<file path="src/rtl/opc_pdec_pkg.sv">
package opc_pdec_pkg;
   localparam int LEN_W = 2;
   localparam int CYC_W = 3;
   localparam int BIT_W = 3;

   typedef enum logic [2:0] {
      AM_IMM = 3'd0,
      AM_DIR = 3'd1,
      AM_EXT = 3'd2,
      AM_IX2 = 3'd3,
      AM_IX1 = 3'd4,
      AM_IX0 = 3'd5,
      AM_SP1 = 3'd6,
      AM_SP2 = 3'd7
   } amode_e;

   typedef struct packed {
      logic             illegal;
      logic             bclr;
      logic [BIT_W-1:0] bitn;
      amode_e           mode;
      logic [3:0]       op;
      logic [LEN_W-1:0] len;
      logic [CYC_W-1:0] cyc;
   } dec_t;
endpackage

</file>
<file path="src/rtl/opc_pdec_table.sv">
module opc_pdec_table
   import opc_pdec_pkg::*;
#(
   parameter int         BYTE_W   = 8,
   parameter logic [7:0] PFX_CODE = 8'h9E,
   parameter bit         SP_EN    = 1'b1
) (
   input  logic [BYTE_W-1:0] op_byte,
   input  logic              pfx_armed,
   output logic              is_prefix,
   output dec_t              dec
);
   localparam int NIB_W = BYTE_W / 2;

   logic [NIB_W-1:0] hi_nib;
   logic [NIB_W-1:0] lo_nib;
   dec_t             plain_dec;
   dec_t             sp_dec;
   dec_t             bad_dec;

   assign hi_nib = op_byte[BYTE_W-1:NIB_W];
   assign lo_nib = op_byte[NIB_W-1:0];

   always_comb begin
      bad_dec         = '0;
      bad_dec.illegal = 1'b1;
      bad_dec.mode    = AM_IMM;
      bad_dec.op      = lo_nib;
      bad_dec.cyc     = CYC_W'(1);
   end

   always_comb begin
      plain_dec      = '0;
      plain_dec.op   = lo_nib;
      plain_dec.mode = AM_IMM;
      unique case (hi_nib)
         4'hA: begin plain_dec.mode = AM_IMM; plain_dec.len = 2'd1; plain_dec.cyc = 3'd2; end
         4'hB: begin plain_dec.mode = AM_DIR; plain_dec.len = 2'd1; plain_dec.cyc = 3'd3; end
         4'hC: begin plain_dec.mode = AM_EXT; plain_dec.len = 2'd2; plain_dec.cyc = 3'd4; end
         4'hD: begin plain_dec.mode = AM_IX2; plain_dec.len = 2'd2; plain_dec.cyc = 3'd4; end
         4'hE: begin plain_dec.mode = AM_IX1; plain_dec.len = 2'd1; plain_dec.cyc = 3'd3; end
         4'hF: begin plain_dec.mode = AM_IX0; plain_dec.len = 2'd0; plain_dec.cyc = 3'd2; end
         4'h1: begin
            if (lo_nib[0]) begin
               plain_dec.bclr = 1'b1;
               plain_dec.bitn = lo_nib[3:1];
               plain_dec.mode = AM_DIR;
               plain_dec.len  = 2'd1;
               plain_dec.cyc  = 3'd4;
            end else begin
               plain_dec = bad_dec;
            end
         end
         default: plain_dec = bad_dec;
      endcase
   end

   generate
      if (SP_EN) begin : g_sp
         assign is_prefix = (op_byte == PFX_CODE);
         always_comb begin
            sp_dec    = bad_dec;
            if (hi_nib == 4'hE) begin
               sp_dec         = '0;
               sp_dec.op      = lo_nib;
               sp_dec.mode    = AM_SP1;
               sp_dec.len     = 2'd1;
               sp_dec.cyc     = 3'd4;
            end else if (hi_nib == 4'hD) begin
               sp_dec         = '0;
               sp_dec.op      = lo_nib;
               sp_dec.mode    = AM_SP2;
               sp_dec.len     = 2'd2;
               sp_dec.cyc     = 3'd5;
            end
         end
         assign dec = pfx_armed ? sp_dec : plain_dec;
      end else begin : g_nosp
         assign is_prefix = 1'b0;
         assign sp_dec    = bad_dec;
         assign dec       = plain_dec;
      end
   endgenerate
endmodule

</file>
<file path="src/rtl/opc_pdec_seq.sv">
module opc_pdec_seq
   import opc_pdec_pkg::*;
(
   input  logic             clk,
   input  logic             rst_n,
   input  logic             byte_vld,
   input  logic             is_prefix,
   input  logic [LEN_W-1:0] new_len,
   output logic             take,
   output logic             pfx_q,
   output logic [LEN_W-1:0] skip_q
);
   logic skipping;
   logic arming;

   assign skipping = (skip_q != '0);
   assign arming   = byte_vld && !skipping && !pfx_q && is_prefix;
   assign take     = byte_vld && !skipping && !arming;

   always_ff @(posedge clk or negedge rst_n) begin
      if (!rst_n) begin
         pfx_q  <= 1'b0;
         skip_q <= '0;
      end else if (byte_vld) begin
         if (skipping) begin
            skip_q <= skip_q - 1'b1;
         end else if (arming) begin
            pfx_q  <= 1'b1;
         end else begin
            pfx_q  <= 1'b0;
            skip_q <= new_len;
         end
      end
   end
endmodule

</file>
<file path="src/rtl/opc_predecode.sv">
module opc_predecode
   import opc_pdec_pkg::*;
#(
   parameter int         BYTE_W   = 8,
   parameter logic [7:0] PFX_CODE = 8'h9E,
   parameter bit         SP_EN    = 1'b1
) (
   input  logic              clk,
   input  logic              rst_n,
   input  logic              byte_vld,
   input  logic [BYTE_W-1:0] byte_in,
   output logic              dec_vld,
   output logic [2:0]        dec_mode,
   output logic [3:0]        dec_op,
   output logic [LEN_W-1:0]  dec_len,
   output logic [CYC_W-1:0]  dec_cyc,
   output logic              dec_bclr,
   output logic [BIT_W-1:0]  dec_bit,
   output logic              dec_illegal
);
   generate
      if (BYTE_W != 8) begin : g_bad_width
         $error("opc_predecode: BYTE_W must be 8");
      end
      if (CYC_W < 3) begin : g_bad_cyc
         $error("opc_predecode: cycle field too narrow");
      end
   endgenerate

   logic             take;
   logic             pfx_q;
   logic [LEN_W-1:0] skip_q;
   logic             is_prefix;
   dec_t             cur_dec;
   dec_t             out_q;
   logic             vld_q;

   opc_pdec_table #(
      .BYTE_W  (BYTE_W),
      .PFX_CODE(PFX_CODE),
      .SP_EN   (SP_EN)
   ) u_table (
      .op_byte  (byte_in),
      .pfx_armed(pfx_q),
      .is_prefix(is_prefix),
      .dec      (cur_dec)
   );

   opc_pdec_seq u_seq (
      .clk      (clk),
      .rst_n    (rst_n),
      .byte_vld (byte_vld),
      .is_prefix(is_prefix),
      .new_len  (cur_dec.len),
      .take     (take),
      .pfx_q    (pfx_q),
      .skip_q   (skip_q)
   );

   always_ff @(posedge clk or negedge rst_n) begin
      if (!rst_n) begin
         vld_q <= 1'b0;
         out_q <= '0;
      end else begin
         vld_q <= take;
         if (take) out_q <= cur_dec;
      end
   end

   assign dec_vld     = vld_q;
   assign dec_mode    = out_q.mode;
   assign dec_op      = out_q.op;
   assign dec_len     = out_q.len;
   assign dec_cyc     = out_q.cyc;
   assign dec_bclr    = out_q.bclr;
   assign dec_bit     = out_q.bitn;
   assign dec_illegal = out_q.illegal;
endmodule

</file>
<file path="config.mk">
export PLATFORM = sky130hd
export DESIGN_NAME = opc_predecode
export DESIGN_NICKNAME = d
export VERILOG_FILES = /design/src/rtl/opc_pdec_pkg.sv /design/src/rtl/opc_pdec_table.sv /design/src/rtl/opc_pdec_seq.sv /design/src/rtl/opc_predecode.sv
export SDC_FILE = /design/constraint.sdc
export NUM_CORES = 1
export LEC_CHECK = 0
export CORE_UTILIZATION = 54
export DETAILED_ROUTE_END_ITERATION = 12
export DONT_BUFFER_PORTS = 1
export PLACE_DENSITY = 0.71
export REMOVE_ABC_BUFFERS = 1
export SETUP_SLACK_MARGIN = 0.3
export SYNTH_ARGS = -nofsm -noshare
export SYNTH_HDL_FRONTEND = slang
export SYNTH_SLANG_ARGS = --single-unit
</file>
<file path="constraint.sdc">
create_clock -name clk -period 1.4 [get_ports clk]
set_input_delay 0.42 -clock clk [delete_from_list [all_inputs] [get_ports clk]]
set_output_delay 0.42 -clock clk [all_outputs]
set_load 0.005 [all_outputs]
</file>
; ---- Word level (Yosys, flattened, before mapping)
; Cells that the tools add are included.
[totals]
reg_bits = 21
word_cells = 46
inputBits = 11
out_inout_bits = 18
[op_classes]
n_reduce_logical = 13
mux = 12
eq_ne = 9
addsub = 1
bitwise_logic = 1
[op_table]
columns = cell, n
row1 = $mux W17, 3
row2 = $pmux W5 S5, 1
row3 = $eq A4 B4 Y1 const B, 6
row4 = $pmux W3 S6, 1
row5 = $pmux W5 S2, 1
row6 = $eq A8 B8 Y1 const B, 1
row7 = $mux W7, 1
row8 = $reduce_or A6 Y1, 1
row9 = $eq A4 B1 Y1 const B, 1
row10 = $logic_and A1 B1 Y1, 4
row11 = $mux W2, 2
row12 = $mux W4, 1
row13 = $reduce_and A2 Y1, 2
row14 = $reduce_or A2 Y1, 2
row15 = $logic_not A1 Y1, 3
row16 = $mux W1, 2
row17 = $ne A2 B1 Y1 const B, 1
row18 = $reduce_bool A2 Y1, 1
row19 = $sub A2 B1 Y2 const B, 1
row20 = $not A1 Y1, 1

; ---- Logic depth before layout (Yosys ltp)
[depth]
depth_word = 7
ltp_mapped = 6

; ---- Cells and area by module
; Synthesis repeated with hierarchy kept, for this count alone.
[hier_totals]
hier_cells = 93
hier_area_um2 = 1147.4
[by_module_without_submodules]
columns = module, cells_each, instances, area_each_um2
row1 = opc_predecode, 37, 1, 710.7
row2 = opc_pdec_table, 41, 1, 285.3
row3 = opc_pdec_seq, 15, 1, 151.4

; ---- Worst setup path after synthesis
; OpenSTA, ideal clock, no wires.
[synth_path]
kind = input-to-reg
start = in byte_in[7]
end = reg out_q, in the netlist dec_bclr
arrival_time_ns = 1.485
path_buffers = 2
setup_slack_ns = -0.210
stages = 5
required_time_ns = 1.275
path_cell_list = buf_2 -> nor2b_1 -> a41o_1 -> buf_6 -> mux2_4
[synth_between]
elab_chain_cells = 4
elab_cells_between_ends = 15
[synth_rtl]
columns = item, line_no
row1 = from (decl), opc_predecode.sv:11  ; input logic [BYTE_W-1:0] byte_in,
row2 = "$eq A4 B4 Y1, or another cell as far along", opc_pdec_table.sv:36  ; unique case (hi_nib)
row3 = $reduce_or A6 Y1 (no line) or $logic_and A1 B1 Y1 (tied branches), -
row4 = $pmux W5 S2 or $logic_not A1 Y1 (tied branches), "opc_pdec_table.sv:36, opc_pdec_seq.sv:18"
row5 = $mux W17 or $logic_and A1 B1 Y1 (tied branches), "opc_pdec_table.sv:77, opc_pdec_seq.sv:18"
row6 = to (signal assigned), opc_predecode.sv:66  ; if (take) out_q <= cur_dec;
row7 = to (decl), opc_predecode.sv:35  ; dec_t out_q;
; Parallel ways exist; a longest one is shown, timed or not.
; A chain may end at the register's enable or synchronous reset.

; ---- Worst setup path after layout
[layout_path]
start = reg u_seq.skip_q[0]
end = reg out_q, in the netlist dec_bclr
[layout_between]
elab_chain_cells = 7
[layout_rtl]
columns = item, line_no
row1 = from (decl), opc_pdec_seq.sv:11  ; output logic [LEN_W-1:0] skip_q
row2 = from (signal assigned), opc_pdec_seq.sv:26  ; skip_q <= skip_q - 1'b1;
row3 = from (signal assigned), opc_pdec_seq.sv:31  ; skip_q <= new_len;
row4 = $reduce_bool A2 Y1 *, opc_pdec_seq.sv:16  ; assign skipping = (skip_q != '0);
row5 = $logic_not A1 Y1 *, "opc_pdec_seq.sv:17, opc_pdec_seq.sv:18"
row6 = $logic_and A1 B1 Y1 *, "opc_pdec_seq.sv:17, opc_pdec_seq.sv:18"
row7 = $logic_and A1 B1 Y1 (2 in a row), opc_pdec_seq.sv:17  ; assign arming = byte_vld && !skipping && !pfx_q && is_prefix;
row8 = $logic_not A1 Y1, opc_pdec_seq.sv:18  ; assign take = byte_vld && !skipping && !arming;
row9 = $logic_and A1 B1 Y1 *, opc_pdec_seq.sv:18
; Mark *: on every way between the ends. The rest lies on a longest branch, timed or not.

==> results.json <==
{
  "ant_nets": 0,
  "root_buffer": "clkbuf_4",
  "antenna_found_initial": 0,
  "drc_errors": 0,
  "cts.sinks": 21,
  "cap_violations": 0,
  "tightestPinTransition_ns": 0.9314,
  "yosysMostFrequentCell": "dfrtp_1",
  "synth_top_area_share_pct": 49.41,
  "hold_violations": 0,
  "yosys.area.top_type": "dfrtp_1",
  "powerDensity_mw_per_mm2": 1015,
  "grt_max_degree": 22,
  "path_clk_slew_ns": 0.13,
  "die_y_um": 46.38,
  "async_flop_share_pct": 100.0,
  "place_hpwl_mm": 1.498,
  "viasPerCell": 5.648,
  "nets": 132,
  "routed_wl_mm": 2.370,
  "final.setup.tns_ns": -2.831,
  "min_period_ns": 1.627,
  "netlist_area_mm2": 0.001064,
  "grt_use_total_pct": 24.57,
  "hold_ws_ns": 0.2144,
  "relSlewSlack_pct": 37.91,
  "dieArea_mm2": 0.002151,
  "critPathBufInv": 1,
  "cts_max_level": 1,
  "leakage_nw": 0.6684,
  "initial_core_util_pct": 59.65,
  "cts_tree": "built",
  "std_cell_rows": 15,
  "rsz0062_at_grt": "true",
  "setup_violations": 20,
  "path_cells": "or3b_4, a41o_4, buf_6, mux2_4",
  "drt_iter0_drc": 16,
  "critPathMaxFanout": 6,
  "grt_pass1_wl_mm": 3.588,
  "coreArea_mm2": 0.001783,
  "cpPeakStageDelay_ns": 0.41,
  "cp_slowest_cell": "or3b_4",
  "fmax_mhz": 614.6,
  "setup_slack_ns": -0.2271,
  "peakVddDrop_uv": 644.5,
  "report.final.slew_viol_count": 0,
  "place_congestion": 0.8262,
  "dr.pass1.iters": 4,
  "antenna_cells": 0,
  "cp_data_required_time_ns": 1.60,
  "start_kind": "flip-flop",
  "port_buffers": 0,
  "ys_warn_count": 0,
  "ios": 29,
  "area_growth_pct": 30.24,
  "wl_per_cell_um": 16.34,
  "ys_ff_latch": 21,
  "synth_edf_count": 0,
  "clk_path_buf_depth": 2,
  "num_vias": 819,
  "syn_avg_cell_area_um2": 10.53,
  "overflow": 0,
  "synth.top_cells.by_count": "dfrtp_1, nand2_1, o21ai_0",
  "end_kind": "flip-flop",
  "cp.arrival_ns": 1.83,
  "crit_family": "simple AND/OR/NAND/NOR gates",
  "skew_ns": 0.007534,
  "drive_above_1_share_pct": 40.83,
  "hold_class": "in2reg",
  "fillers": 102,
  "path_class": "reg2reg",
  "syn_inst": 101,
  "grt_pass1_vias": 755,
  "cts_buffers": 3,
  "violations": "setup timing",
  "ys.flop_type": "dfrtp_1",
  "status": "finished with violations",
  "ys_seq_area_share_pct": 49.41,
  "insertion_delay_ns": 0.31,
  "period_share_pct": 116.2,
  "ys_top_cells_by_area": "dfrtp_1, mux2_4, nand2_1",
  "synthDistinctLibCells": 30,
  "fp.dieW_um": 46.38
}
state kept, by name, indices dropped and copies added (netlist names):
signal	flops
dec_op	4
dec_bit	3
dec_cyc	3
dec_mode	3
dec_len	2
u_seq.skip_q	2
dec_bclr	1
dec_illegal	1
dec_vld	1
u_seq.pfx_q	1
layout by cell type, fill, tap and decap left out, drive strengths merged, types with 2 or more instances in the layout:
master   n
a21oi    3
xor2     3
clkbuf   3
nand2b   2
o21ai   11
nor2b    4
or2b     3
dfrtp   21
a21o     2
buf     21
inv      2
nand2   19
nor2     2
o31ai    3
nand4    2
mux2     5
final cells by class:
class	instances	area [µm²]	share of cell area, %
Inverter	2	7.507	0.5420
Timing Repair Buffer	22	217.7	15.72
Clock inverter	1	5.005	0.3613
Clock buffer	3	22.52	1.626
Sequential cell	21	525.5	37.94
Multi-Input combinational cell	71	575.6	41.55
Tap cell	25	31.28	2.258
power breakdown:
group | switching, mW | internal, mW
sequential | 0.0654 | 0.691
clock | 0.195 | 0.107
combinational | 0.152 | 0.196
path summary, 6_finish.rpt:
kind                            slack [ns]  cells after the start       startpoint          end
worst max-delay path                 -0.23                      4  u_seq.skip_q[0]     dec_bclr
worst min-delay path                  0.21                      2       byte_in[3]   dec_bit[2]
worst max register to register       -0.23                      4  u_seq.skip_q[0]     dec_bclr
worst min register to register        0.52                      2      dec_mode[0]  dec_mode[0]
max in group asynchronous             0.53                      1            rst_n  dec_illegal
min in group asynchronous             0.30                      1            rst_n   dec_cyc[2]
metal layers:
metal	track usage, %	up-vias	wire length (µm)	part of all wire, %
li1	-	388	-	-
met1	33.50	405	1047	44
met2	37.50	22	1207	51
met3	3.922	4	93	3.9
met4	11.76	0	23	0.97
met5	0	-	0	0
cell families (layout without fill, tap and decap cells):
group                     after synthesis  after routing  share of synthesized area (%)
DFF                                    21             21                          49.41
AOI/OAI and AO/OA                      25             25                          15.06
muxes                                   6              6                          8.000
xor gates and xnor gates                3              3                          2.471
and+or+nand+nor                        37             37                          19.88
buffers and inverters                   9             28                          5.176
worst register-to-register path, stage by stage (launching register included):
cell and delay [ns]:
dfrtp_1 0.40, or3b_4 0.41, a41o_4 0.28, buf_6 0.14, mux2_4 0.29
through the flow:
stage                     cell area [µm²]  utilization (%)  setup WS (ns)  power [mW]  std cells
after detailed placement             1150            64.49        -0.2753       1.013        131
after global placement               1150            64.49        -0.2376       1.001        131
after global routing                 1385            77.68        -0.2806       1.480        145
after CTS                            1267            71.09        -0.2094       1.373        140
after floorplan                      1016                -        -0.4710      0.9187         94
final                                1385            77.68        -0.2271       1.406        145
repair_timing:
item | 4_1_cts | 5_1_grt
gates cloned | 1 | 0
hold buffers | 1 | 0
endpoints found under the hold margin | 21 | 0
buffers inserted | 3 | 5
setup endpoints to repair | 39 | 60
gates resized for setup | 18 | 22
pin swaps | 7 | 13
Power figures use the tool's default switching activity.
